==> src/rtl/limit_store_pkg.sv <==
package limit_store_pkg;

  localparam int OP_W = 4;

  localparam logic [OP_W-1:0] OP_WRITE_ONE = 4'b1100;
  localparam logic [OP_W-1:0] OP_WRITE_ALL = 4'b1101;
  localparam logic [OP_W-1:0] OP_READ_ONE  = 4'b1011;

  typedef enum logic [3:0] {
    ST_IDLE,
    ST_OPCODE,
    ST_WADDR,
    ST_WDATA,
    ST_HOLD,
    ST_BULK,
    ST_RADDR,
    ST_RDOUT,
    ST_SKIP
  } frame_state_e;

endpackage

==> src/rtl/limit_in_sync.sv <==
module limit_in_sync #(
  parameter int W = 3,
  parameter int EDGE_W = 2,
  parameter int STAGES = 2,
  parameter logic [W-1:0] RST_VAL = '0
) (
  input  logic              clk,
  input  logic              rst,
  input  logic [W-1:0]      async_in,
  output logic [W-EDGE_W-1:0] lvl_out,
  output logic [EDGE_W-1:0] rise,
  output logic [EDGE_W-1:0] fall
);

  logic [W-1:0] stage_q [STAGES];
  logic [EDGE_W-1:0] prev_q;

  always_ff @(posedge clk) begin
    if (rst) begin
      for (int i = 0; i < STAGES; i++) stage_q[i] <= RST_VAL;
      prev_q <= RST_VAL[EDGE_W-1:0];
    end else begin
      stage_q[0] <= async_in;
      for (int i = 1; i < STAGES; i++) stage_q[i] <= stage_q[i-1];
      prev_q <= stage_q[STAGES-1][EDGE_W-1:0];
    end
  end

  genvar g;
  generate
    for (g = 0; g < EDGE_W; g++) begin : g_edge
      assign rise[g] = stage_q[STAGES-1][g] & ~prev_q[g];
      assign fall[g] = ~stage_q[STAGES-1][g] & prev_q[g];
    end
  endgenerate

  assign lvl_out = stage_q[STAGES-1][W-1:EDGE_W];

endmodule

==> src/rtl/limit_ram.sv <==
module limit_ram #(
  parameter int ADDR_W = 4,
  parameter int DATA_W = 8
) (
  input  logic              clk,
  input  logic              rst,
  input  logic              we,
  input  logic [ADDR_W-1:0] waddr,
  input  logic [DATA_W-1:0] wdata,
  input  logic [ADDR_W-1:0] ra_addr,
  output logic [DATA_W-1:0] ra_data,
  input  logic [ADDR_W-1:0] rb_addr,
  output logic [DATA_W-1:0] rb_data
);

  localparam int DEPTH = 1 << ADDR_W;

  logic [DATA_W-1:0] mem [DEPTH];

  // Read-before-write on both read ports: block RAM friendly.
  always_ff @(posedge clk) begin
    if (we) mem[waddr] <= wdata;
    ra_data <= mem[ra_addr];
    rb_data <= mem[rb_addr];
  end

  // a write strobe leaves its word in the addressed entry.
  a_r2_write_lands: assert property (@(posedge clk) disable iff (rst)
    we |=> mem[$past(waddr)] == $past(wdata));

endmodule

==> src/rtl/limit_frame.sv <==
module limit_frame
  import limit_store_pkg::*;
#(
  parameter int ADDR_W = 4,
  parameter int DATA_W = 8
) (
  input  logic              clk,
  input  logic              rst,
  input  logic              sclk_rise,
  input  logic              sclk_fall,
  input  logic              sel_rise,
  input  logic              sel_fall,
  input  logic              din,
  input  logic [DATA_W-1:0] ra_data,
  output logic [ADDR_W-1:0] ra_addr,
  output logic              wr_en,
  output logic [ADDR_W-1:0] wr_addr,
  output logic [DATA_W-1:0] wr_data,
  output logic              dout
);

  localparam int DEPTH = 1 << ADDR_W;
  localparam int CNT_W = $clog2(DATA_W + 1);
  localparam int BIT_W = $clog2(DATA_W);
  localparam int WIX_W = ADDR_W + 1;

  frame_state_e      state_q;
  logic [OP_W-1:0]   op_sr;
  logic [ADDR_W-1:0] addr_sr;
  logic [DATA_W-1:0] data_sr;
  logic [CNT_W-1:0]  cnt_q;
  logic [CNT_W-1:0]  out_idx;
  logic [WIX_W-1:0]  word_idx;
  logic [OP_W-1:0]   op_next;
  logic [DATA_W-1:0] data_next;

  assign op_next   = {op_sr[OP_W-2:0], din};
  assign data_next = {din, data_sr[DATA_W-1:1]};
  assign ra_addr   = addr_sr;

  always_ff @(posedge clk) begin
    if (rst) begin
      state_q  <= ST_IDLE;
      op_sr    <= '0;
      addr_sr  <= '0;
      data_sr  <= '0;
      cnt_q    <= '0;
      out_idx  <= '0;
      word_idx <= '0;
      wr_en    <= 1'b0;
      wr_addr  <= '0;
      wr_data  <= '0;
      dout     <= 1'b0;
    end else begin
      wr_en <= 1'b0;
      if (sel_rise) begin
        if (state_q == ST_HOLD) begin
          wr_en   <= 1'b1;
          wr_addr <= addr_sr;
          wr_data <= data_sr;
        end
        state_q <= ST_IDLE;
        dout    <= 1'b0;
      end else if (sel_fall) begin
        state_q  <= ST_OPCODE;
        cnt_q    <= '0;
        op_sr    <= '0;
        word_idx <= '0;
        out_idx  <= '0;
      end else if (sclk_rise) begin
        case (state_q)
          ST_OPCODE: begin
            op_sr <= op_next;
            cnt_q <= cnt_q + 1'b1;
            if (cnt_q == CNT_W'(OP_W - 1)) begin
              cnt_q <= '0;
              case (op_next)
                OP_WRITE_ONE: state_q <= ST_WADDR;
                OP_WRITE_ALL: state_q <= ST_BULK;
                OP_READ_ONE:  state_q <= ST_RADDR;
                default:      state_q <= ST_SKIP;
              endcase
            end
          end
          ST_WADDR, ST_RADDR: begin
            addr_sr <= {addr_sr[ADDR_W-2:0], din};
            cnt_q   <= cnt_q + 1'b1;
            if (cnt_q == CNT_W'(ADDR_W - 1)) begin
              cnt_q   <= '0;
              out_idx <= '0;
              state_q <= (state_q == ST_WADDR) ? ST_WDATA : ST_RDOUT;
            end
          end
          ST_WDATA: begin
            data_sr <= data_next;
            cnt_q   <= cnt_q + 1'b1;
            if (cnt_q == CNT_W'(DATA_W - 1)) state_q <= ST_HOLD;
          end
          ST_BULK: begin
            data_sr <= data_next;
            cnt_q   <= cnt_q + 1'b1;
            if (cnt_q == CNT_W'(DATA_W - 1)) begin
              cnt_q    <= '0;
              wr_en    <= 1'b1;
              wr_addr  <= word_idx[ADDR_W-1:0];
              wr_data  <= data_next;
              word_idx <= word_idx + 1'b1;
              if (word_idx == WIX_W'(DEPTH - 1)) state_q <= ST_SKIP;
            end
          end
          default: ;
        endcase
      end else if (sclk_fall && state_q == ST_RDOUT) begin
        if (out_idx < CNT_W'(DATA_W)) begin
          dout    <= ra_data[out_idx[BIT_W-1:0]];
          out_idx <= out_idx + 1'b1;
        end else begin
          dout <= 1'b0;
        end
      end
    end
  end

  // outside a frame the return line is quiet.
  a_r7_dout_idle: assert property (@(posedge clk) disable iff (rst)
    (state_q == ST_IDLE) |-> !dout);

  // only a read frame ever drives a one on the return line.
  a_r6_dout_in_read: assert property (@(posedge clk) disable iff (rst)
    dout |-> (state_q == ST_RDOUT));

  // a frame that has settled into the discard state never writes.
  a_r8_skip_no_write: assert property (@(posedge clk) disable iff (rst)
    (state_q == ST_SKIP && $past(state_q == ST_SKIP)) |-> !wr_en);

  // writes are single-cycle strobes, never back to back.
  a_r4_write_spacing: assert property (@(posedge clk) disable iff (rst)
    wr_en |=> !wr_en);

endmodule

==> src/rtl/limit_store_slave.sv <==
module limit_store_slave #(
  parameter int ADDR_W = 4,
  parameter int DATA_W = 8,
  parameter int SYNC_STAGES = 2
) (
  input  logic              clk,
  input  logic              rst,
  input  logic              ser_clk,
  input  logic              ser_cs_n,
  input  logic              ser_din,
  output logic              ser_dout,
  input  logic [ADDR_W-1:0] rd_addr,
  output logic [DATA_W-1:0] rd_data
);

  localparam int SYNC_W = 3;
  localparam int EDGE_W = 2;

  logic [EDGE_W-1:0]        rise, fall;
  logic [SYNC_W-EDGE_W-1:0] din_lvl;
  logic                     wr_en;
  logic [ADDR_W-1:0]        wr_addr, ra_addr;
  logic [DATA_W-1:0]        wr_data, ra_data;

  // bit0 serial clock, bit1 select, bit2 data
  limit_in_sync #(
    .W(SYNC_W), .EDGE_W(EDGE_W), .STAGES(SYNC_STAGES), .RST_VAL(3'b010)
  ) u_sync (
    .clk(clk), .rst(rst),
    .async_in({ser_din, ser_cs_n, ser_clk}),
    .lvl_out(din_lvl), .rise(rise), .fall(fall)
  );

  limit_frame #(.ADDR_W(ADDR_W), .DATA_W(DATA_W)) u_frame (
    .clk(clk), .rst(rst),
    .sclk_rise(rise[0]), .sclk_fall(fall[0]),
    .sel_rise(rise[1]), .sel_fall(fall[1]),
    .din(din_lvl[0]),
    .ra_data(ra_data), .ra_addr(ra_addr),
    .wr_en(wr_en), .wr_addr(wr_addr), .wr_data(wr_data),
    .dout(ser_dout)
  );

  limit_ram #(.ADDR_W(ADDR_W), .DATA_W(DATA_W)) u_ram (
    .clk(clk), .rst(rst),
    .we(wr_en), .waddr(wr_addr), .wdata(wr_data),
    .ra_addr(ra_addr), .ra_data(ra_data),
    .rb_addr(rd_addr), .rb_data(rd_data)
  );

endmodule

==> config.mk <==
export PLATFORM = sky130hd
export DESIGN_NAME = limit_store_slave
export DESIGN_NICKNAME = d
export VERILOG_FILES = /design/src/rtl/limit_store_pkg.sv /design/src/rtl/limit_in_sync.sv /design/src/rtl/limit_ram.sv /design/src/rtl/limit_frame.sv /design/src/rtl/limit_store_slave.sv
export SDC_FILE = /design/constraint.sdc
export NUM_CORES = 1
export LEC_CHECK = 0
export BUFFER_PORTS_ARGS = -buffer_cell sky130_fd_sc_hd__buf_2
export CORE_MARGIN = 3
export CORE_UTILIZATION = 34
export CTS_CLUSTER_DIAMETER = 30
export DETAILED_ROUTE_END_ITERATION = 16
export SYNTH_ARGS = -nofsm -noshare
export SYNTH_HDL_FRONTEND = slang
export SYNTH_SLANG_ARGS = --single-unit
==> constraint.sdc <==
create_clock -name clk -period 5.32 [get_ports clk]
set_clock_uncertainty 0.1 [all_clocks]
set_input_delay 0.266 -clock clk [delete_from_list [all_inputs] [get_ports clk]]
set_output_delay 0.266 -clock clk [all_outputs]
set_load 0.02 [all_outputs]
==> metrics.md, run 1 <==
| Metric | Value |
|---|---|
| Max Slew Vio Count | `0` |
| Root buffer cell | `clkbuf_16` |
| Clk buf depth | `2` |
| Synth Cell Area | `roughly 8900 sq um` |
| Tmin final | `2380 ps` |
| Sink Count | `just under 200` |
| Synth Instances | `just under 600` |
| Worst-Skew Late Latency | `between 400 and 500 ps` |
| Placed instance count | `between 800 and 900` |
| Comb power frac | `between 3 and 4%` |
| Via/cell ratio | `5.66` |
| Sequential share of power | `a little over half` |
| First-pass GRT wire length | `31.9 mm` |
| Max-cap violations | `0` |
| Fmax | `approximately 420 MHz` |
| Worst-path fanout max | `24` |
| Nature of the critical path endpoint | `flop` |
| Yosys warns | `0` |
| Net Sw Power | `between 0.0006 and 0.0007 W` |
| Internal power | `roughly 0.0023 W` |
| Main synth FF type | `edfxtp_1` |
| Clock Power Share | `between 40% and 50%` |
| Worst reg2reg setup slack | `slightly below 3000 ps` |
| TritonRoute pass-1 iters | `4` |
| I/O pin total | `18` |
| Gr usage total | `roughly 15%` |
| Vias in the first global route | `between 5000 and 6000` |
| Htree depth | `4` |
| Synth Register Bits | `just under 200` |
| Seq/Total Area, Yosys | `approximately 60%` |
| Postcts setup bufs | `0` |
| Number of synthesized flops with an enable pin | `about 130` |
| CORE AREA | `between 20000 and 30000 sq um` |
| Syn_nets | `about 600` |
| Critical Path AT | `around 2600 ps` |
| WL/cell | `about 22 um` |
| # DRC | `0` |
| Commonest non-fill, non-tap cells in the layout | `128 x edfxtp_1, 82 x mux4_2, 69 x dfxtp_1` |
| Leak Pwr | `3.14 nW` |
| Die area | `between 20000 and 30000 sq um` |
| Final period utilization | `between 40% and 50%` |
| Share of cells above drive strength 1 | `27.0%` |
| Die height | `between 150 and 200 um` |
| Final Setup Violations | `0` |
| Post-synth ARST share | `0%` |
| Antenna diode count | `0` |
| CTS resizes | `0` |
| Setup CP Type | `flop to flop` |
| Area Overhead vs Synth | `11.3%` |
| Status | `finished clean` |
| Num rows | `58` |
| Switching Fraction | `a little under a quarter` |
| Nets | `about 600` |
| Synthesized area per cell | `15.4 sq um` |
| Via count | `roughly 5300` |
| Initial Util | `between 30% and 40%` |
| Largest net degree at the start of global routing | `49` |
| Peak supply drop | `between 0.15 and 0.2 mV` |
| GPL Wtd Cong | `approximately 0.77` |
| RSZ-0062 raised after global routing | `false` |
| HPWL Detailed | `13.2 mm` |
| Chip width | `approximately 170 um` |
| Hold Slack | `~200 ps` |
| Port bufs | `17` |
| Fin area | `just under 10000 sq um` |
| Cell area after placement | `around 9300 sq um` |
| CTS tree | `yes` |
| Final Hold Viols | `0` |
| Hold Crit Class | `primary input to flop` |
| CTS Buf Count | `17` |
| Slew @ Worst Pin | `around 1200 ps` |
| Aggregate global routing overflow | `0` |
| WL final | `20.1 mm` |
| Setup TNS | `0 ps` |
| CP Launch Type | `flop` |
| Commonest non-fill, non-tap cell in the layout | `edfxtp_1` |
| Antenna Violating Nets Remaining | `0` |
| Rel. slew slack | `22.9%` |
| DRT iter0 DRCs | `roughly 480` |
| Synth unique cells | `63` |
| Pwr dens | `300 nW/um^2` |
| Initial antenna violation count | `0` |
| Design Power | `0.00298 W` |
| Worst Path Required | `about 5500 ps` |
| Finished Layout Cells | `just over 900` |
| Clock Pin Slew Worst Setup and Hold Paths | `80 ps` |
==> worst paths after layout <==
check,start,end,depth (start not counted)
hold reg to reg,u_sync.stage_q[0][1],u_sync.stage_q[0][4],1
hold / removal,rd_addr[3],u_ram.rb_data[3],2
setup / recovery,u_frame.ra_addr[0],u_ram.ra_data[6],3
setup reg to reg,u_frame.ra_addr[0],u_ram.ra_data[6],3
==> cells in the mapped netlist, types with 3 or more instances <==
cell,number,share of area [%]
and3_1,6,0.42
dfxtp_1,70,16
nor2b_1,9,0.63
xnor2_1,3,0.29
buf_2,12,0.67
o21ai_0,10,0.56
nor2_1,35,1.5
nor3_1,33,1.8
mux2_2,11,1.4
edfxtp_1,128,43
buf_1,8,0.34
mux4_2,82,21
nand2b_1,3,0.21
a221oi_1,3,0.29
nand3b_1,4,0.34
a21oi_1,21,1.2
mux2i_1,16,1.8
clkbuf_1,18,0.76
or3b_1,3,0.29
or3_1,3,0.21
ha_1,6,0.84
nand3_1,5,0.28
o21ai_1,3,0.17
a31oi_1,5,0.35
nand4_1,10,0.70
inv_1,12,0.50
nand2_1,16,0.67
and4_1,3,0.29
==> per-stage QoR <==
stage	utilization [%]	setup WS (ps)
2_1_floorplan	-	3310
3_3_place_gp	36.6	2940
6_report	39.0	2940
4_1_cts	39.0	2890
3_5_place_dp	36.6	2900
5_1_grt	39.0	2750
==> sequential cells by signal (all words and copies together), names as in the netlist, 5 cells and up <==
signal / cells
u_sync.stage_q: 6
u_frame.wr_data: 8
u_ram.rb_data: 8
u_frame.word_idx: 5
u_ram.ra_data: 8
u_frame.data_sr: 8
u_ram.mem: 128
==> worst max-delay path, cell delays in order (launching register included) <==
cell and delay, ps:
dfxtp_2 580, buf_4 510, mux4_2 570, mux4_2 480
==> what timing repair did <==
item                                   in CTS  in global routing
hold buffers                                3                  0
setup endpoints to repair                   0                  0
endpoints found under the hold margin       3                  0
==> layout make-up <==
type | count | area (sq um)
fillers | 2306 | 15500
flip-flops and latches | 198 | 5250
multi-input cells | 329 | 3480
clock buffers | 17 | 425
well taps | 330 | 413
repair buffers | 28 | 175
clock inverters | 15 | 149
inverters | 13 | 48.8
==> routing by layer <==
metal	GRT usage, %	wire length [um]	vias to the layer above
li1	-	-	2354
met5	0	0	-
met2	25.4	10500	142
met4	3.88	224	0
met1	19.2	8540	2751
met3	2.47	849	15
==> power groups by stage <==
stage | logic, W | registers (W) | clock network [W]
after floorplan | 0.0000682 | 0.00167 | 0
after global placement | 0.0000998 | 0.00166 | 0
after detailed placement | 0.000101 | 0.00166 | 0
after CTS | 0.000103 | 0.00163 | 0.00128
after global routing | 0.000110 | 0.00163 | 0.00134
final | 0.000102 | 0.00163 | 0.00125
==> cell families after synthesis <==
| family | share of synthesized area (%) |
|---|---|
| muxes | 23.9 |
| AOI/OAI and AO/OA | 4.40 |
| and+or+nand+nor | 9.28 |
| adders and majority gates | 0.841 |
| xor gates and xnor gates | 0.392 |
| DFF | 58.7 |
| buffers and inverters | 2.49 |
Power figures use the tool's default switching activity.
==> inputs of run 2 (changes only) <==
--- a/config.mk
+++ b/config.mk
@@ -5,6 +5,7 @@
 export SDC_FILE = /design/constraint.sdc
 export NUM_CORES = 1
 export LEC_CHECK = 0
+export ABC_AREA = 1
 export BUFFER_PORTS_ARGS = -buffer_cell sky130_fd_sc_hd__buf_2
 export CORE_MARGIN = 3
 export CORE_UTILIZATION = 34
==> constraint.sdc (replaced) <==
create_clock -name clk -period 1.9 [get_ports clk]
set_clock_uncertainty 0.1 [all_clocks]
set_input_delay 0.095 -clock clk [delete_from_list [all_inputs] [get_ports clk]]
set_output_delay 0.095 -clock clk [all_outputs]
set_load 0.02 [all_outputs]
==> run 2 against run 1 <==
Net effect:
- final area grew 6.2%
- core utilization grew 0.93 points
- global-route usage grew 1.0 points
- largest cell class unchanged
- critical path type unchanged
- combinational power grew to 4.4 times the previous value
- critical endpoint is now u_frame.out_idx[3]
- power grew to 2.8 times the previous value
- routed wire length grew 11%
==> metrics.md, run 2 <==
| Metric | Value |
|---|---|
| Status | `finished clean` |
| CP max stage delay | `350 ps (-230 ps)` |
| Share of cells above drive strength 1 | `12.5% (-14 points)` |
| FF-to-FF path depth | `7 (+4)` |
| WHS Endpoint | `u_ram.rb_data[4]` |
| Antenna diode count | `0 (unchanged)` |
| Syn_nets | `1049 (+76%)` |
| CORE AREA | `26400 sq um (+3.8%)` |
| Commonest non-fill, non-tap cell in the layout | `nand2_1` |
| Hold-critical path depth | `4 (+2)` |
| Final worst setup slack | `159 ps (-2790 ps)` |
| Synth Register Bits | `198 (unchanged)` |
| HP Start | `rd_addr[3]` |
| Worst r2r src | `u_sync.stage_q[0][4]` |
| Tmin final | `1740 ps (-634 ps)` |
| RSZ-0062 raised after global routing | `false` |
| Worst reg2reg setup slack | `160 ps (-2790 ps)` |
| Post-synth top cells | `148 x nand2_1, 128 x edfxtp_1, 111 x nand3_1, 105 x o21ai_0, 102 x inv_1` |
| Synth Instances | `1034 (+78%)` |
| Worst Path Required | `2120 ps (-3410 ps)` |
| Vias in the first global route | `6766 (+26%)` |
| Die height | `171 um (+1.9%)` |
| Port bufs | `17 (unchanged)` |
| Nature of the critical path endpoint | `flop` |
| Slowest library cell on the worst path | `a31oi_1` |
| Critical path origin | `u_sync.stage_q[0][4]` |
| GPL Wtd Cong | `0.833 (+8.6%)` |
| Most flop-heavy register | `u_ram.mem` |
| Max Slew Vio Count | `0 (unchanged)` |
| CP Launch Type | `flop` |
| Synth unique cells | `31 (-51%)` |
| Number of flip-flops in the largest register | `128 (unchanged)` |
| CTS Buf Count | `17 (unchanged)` |
| Chip width | `171 um (+1.9%)` |
| Slew @ Worst Pin | `691 ps (-461 ps)` |
| Final period utilization | `91.7% (+47 points)` |
| Synth Cell Area | `9280 sq um (+3.9%)` |
| First-pass GRT wire length | `36.1 mm (+13%)` |
| Rel. slew slack | `53.9% (+31 points)` |
| Clk buf depth | `2 (unchanged)` |
| TritonRoute pass-1 iters | `5 (+1)` |
| Final Setup Violations | `0 (unchanged)` |
| Synthesized area per cell | `8.98 sq um (-42%)` |
| DRT iter0 DRCs | `723 (+50%)` |
| Hold Crit Class | `primary input to flop` |
| Via/cell ratio | `5.14 (-9.2%)` |
| Synth top area cells | `edfxtp_1 41%, dfxtp_1 15%, nand3_1 6.0%` |
| Seq/Total Area, Yosys | `56.5% (-2.2 points)` |
| Number of synthesized flops with an enable pin | `128 (unchanged)` |
| Area Overhead vs Synth | `13.8%` |
| Pwr dens | `801 nW/um^2 (+170%)` |
| Die area | `29300 sq um (+3.8%)` |
| Peak supply drop | `0.621 mV (+220%)` |
| Worst-Skew Late Latency | `430 ps (about the same)` |
| Final Hold Viols | `0 (unchanged)` |
| WL final | `22.4 mm (+11%)` |
| Gr usage total | `15.7% (+1.0 points)` |
| Filler cell count | `2562 (+11%)` |
| I/O pin total | `18 (unchanged)` |
| Num rows | `59 (+1.7%)` |
| Nets | `1072 (+78%)` |
| Place WS | `127 ps (-2770 ps)` |
| Worst-path fanout max | `6 (-75%)` |
| Antenna Violating Nets Remaining | `0 (unchanged)` |
| Commonest non-fill, non-tap cells in the layout | `148 x nand2_1, 128 x edfxtp_1, 111 x nand3_1` |
| HPWL Detailed | `15.5 mm (+18%)` |
| # DRC | `0 (unchanged)` |
| Setup CP Type | `flop to flop` |
| Critical Path AT | `1960 ps (-630 ps)` |
| Aggregate global routing overflow | `0 (unchanged)` |
| Leak Pwr | `4.01 nW (+28%)` |
| Fin util | `39.9% (+0.93 points)` |
| Cell with the most instances after synthesis | `nand2_1` |
| Reg2reg end | `u_frame.out_idx[3]` |
| Sink Count | `198 (unchanged)` |
| Postcts setup bufs | `0 (unchanged)` |
| Setup TNS | `0 ps (unchanged)` |
| Fmax | `574 MHz (+36%)` |
| Via count | `7218 (+37%)` |
| Post-synth top area share | `41.4% (-1.6 points)` |
| Post-synth ARST share | `0% (unchanged)` |
| Synth area leader | `edfxtp_1` |
| Main synth FF type | `edfxtp_1` |
| Largest net degree at the start of global routing | `68 (+39%)` |
| CP cell instances | `inv_1 > ha_1 > inv_2 > a31oi_1 > nand3_2 > o21ai_0 > nor2_1` |
| Root buffer cell | `clkbuf_16` |
| WL/cell | `15.9 um (-26%)` |
| Max-cap violations | `0 (unchanged)` |
| CTS tree | `yes` |
| Initial antenna violation count | `0 (unchanged)` |
| Htree depth | `4 (unchanged)` |
| Clock Pin Slew Worst Setup and Hold Paths | `80 ps (about the same)` |
| Initial Util | `35.1% (+0.062 points)` |
| Yosys warns | `0 (unchanged)` |
==> run 2: logic make-up (layout without fill, tap and decap cells) <==
group	Yosys count	count (layout)	share of synthesized area [%]
adder cells (fa/ha/maj)	6	6	0.809
buffers and inverters	176	212	7.59
AND/OR/NAND/NOR	368	368	17.6
flip-flops	198	198	56.5
AO/OA/AOI/OAI	286	286	17.5
==> run 2: critical path: cells and delay by family, from the launching register on <==
family                   cells  cell delay (ps)
flip-flops                   1              330
AND/OR/NAND/NOR              2              270
adder cells (fa/ha/maj)      1              220
AO/OA/AOI/OAI                2              550
buffers and inverters        2              160
==> run 2: worst max-delay path by stage <==
stage,end,slack (ps),depth (start not counted)
after floorplan,u_frame.word_idx[0],350,10
after global placement,u_frame.wr_data[7],200,8
after detailed placement,u_frame.wr_data[1],130,8
after CTS,u_frame.wr_data[1],100,8
after global routing,u_frame.wr_data[1],20,7
final,u_frame.out_idx[3],160,7
==> run 2: cell type report <==
| class | count | area [sq um] | share of cell area [%] |
|---|---|---|---|
| Tap cell | 335 | 419 | 3.97 |
| Timing Repair Buffer | 64 | 556 | 5.26 |
| Sequential cell | 198 | 5250 | 49.7 |
| Inverter | 116 | 435 | 4.12 |
| Multi-Input combinational cell | 660 | 3340 | 31.7 |
| Clock buffer | 19 | 443 | 4.20 |
| Clock inverter | 13 | 110 | 1.04 |
==> run 2: layer usage <==
metal	vias up	part of all wire [%]	track usage, %
li1	3637	-	-
met1	3372	46	21.8
met2	182	47	25.3
met3	27	4.7	2.16
met4	0	1.9	5.18
met5	-	0	0
==> run 2: power by group <==
| part | internal (W) | switching [W] |
|---|---|---|
| Combinational | 0.000161 | 0.000290 |
| Clock | 0.00176 | 0.00167 |
| Sequential | 0.00455 | 0.0000192 |
==> run 2: repair_timing <==
action	in CTS	in global routing
hold buffers	6	0
hold endpoints to repair	22	0
gates resized for setup	0	3
setup endpoints to repair	0	13
==> run 2: per-stage QoR <==
step	std cells	area [sq um]	total power, W	hold WS, ps
after global placement	1367	9930	0.00511	180
after floorplan	1034	9280	0.00497	98.8
after global routing	1405	10600	0.00876	44.0
after detailed placement	1367	9930	0.00511	180
final	1405	10600	0.00846	14.7
after CTS	1405	10500	0.00853	14.3
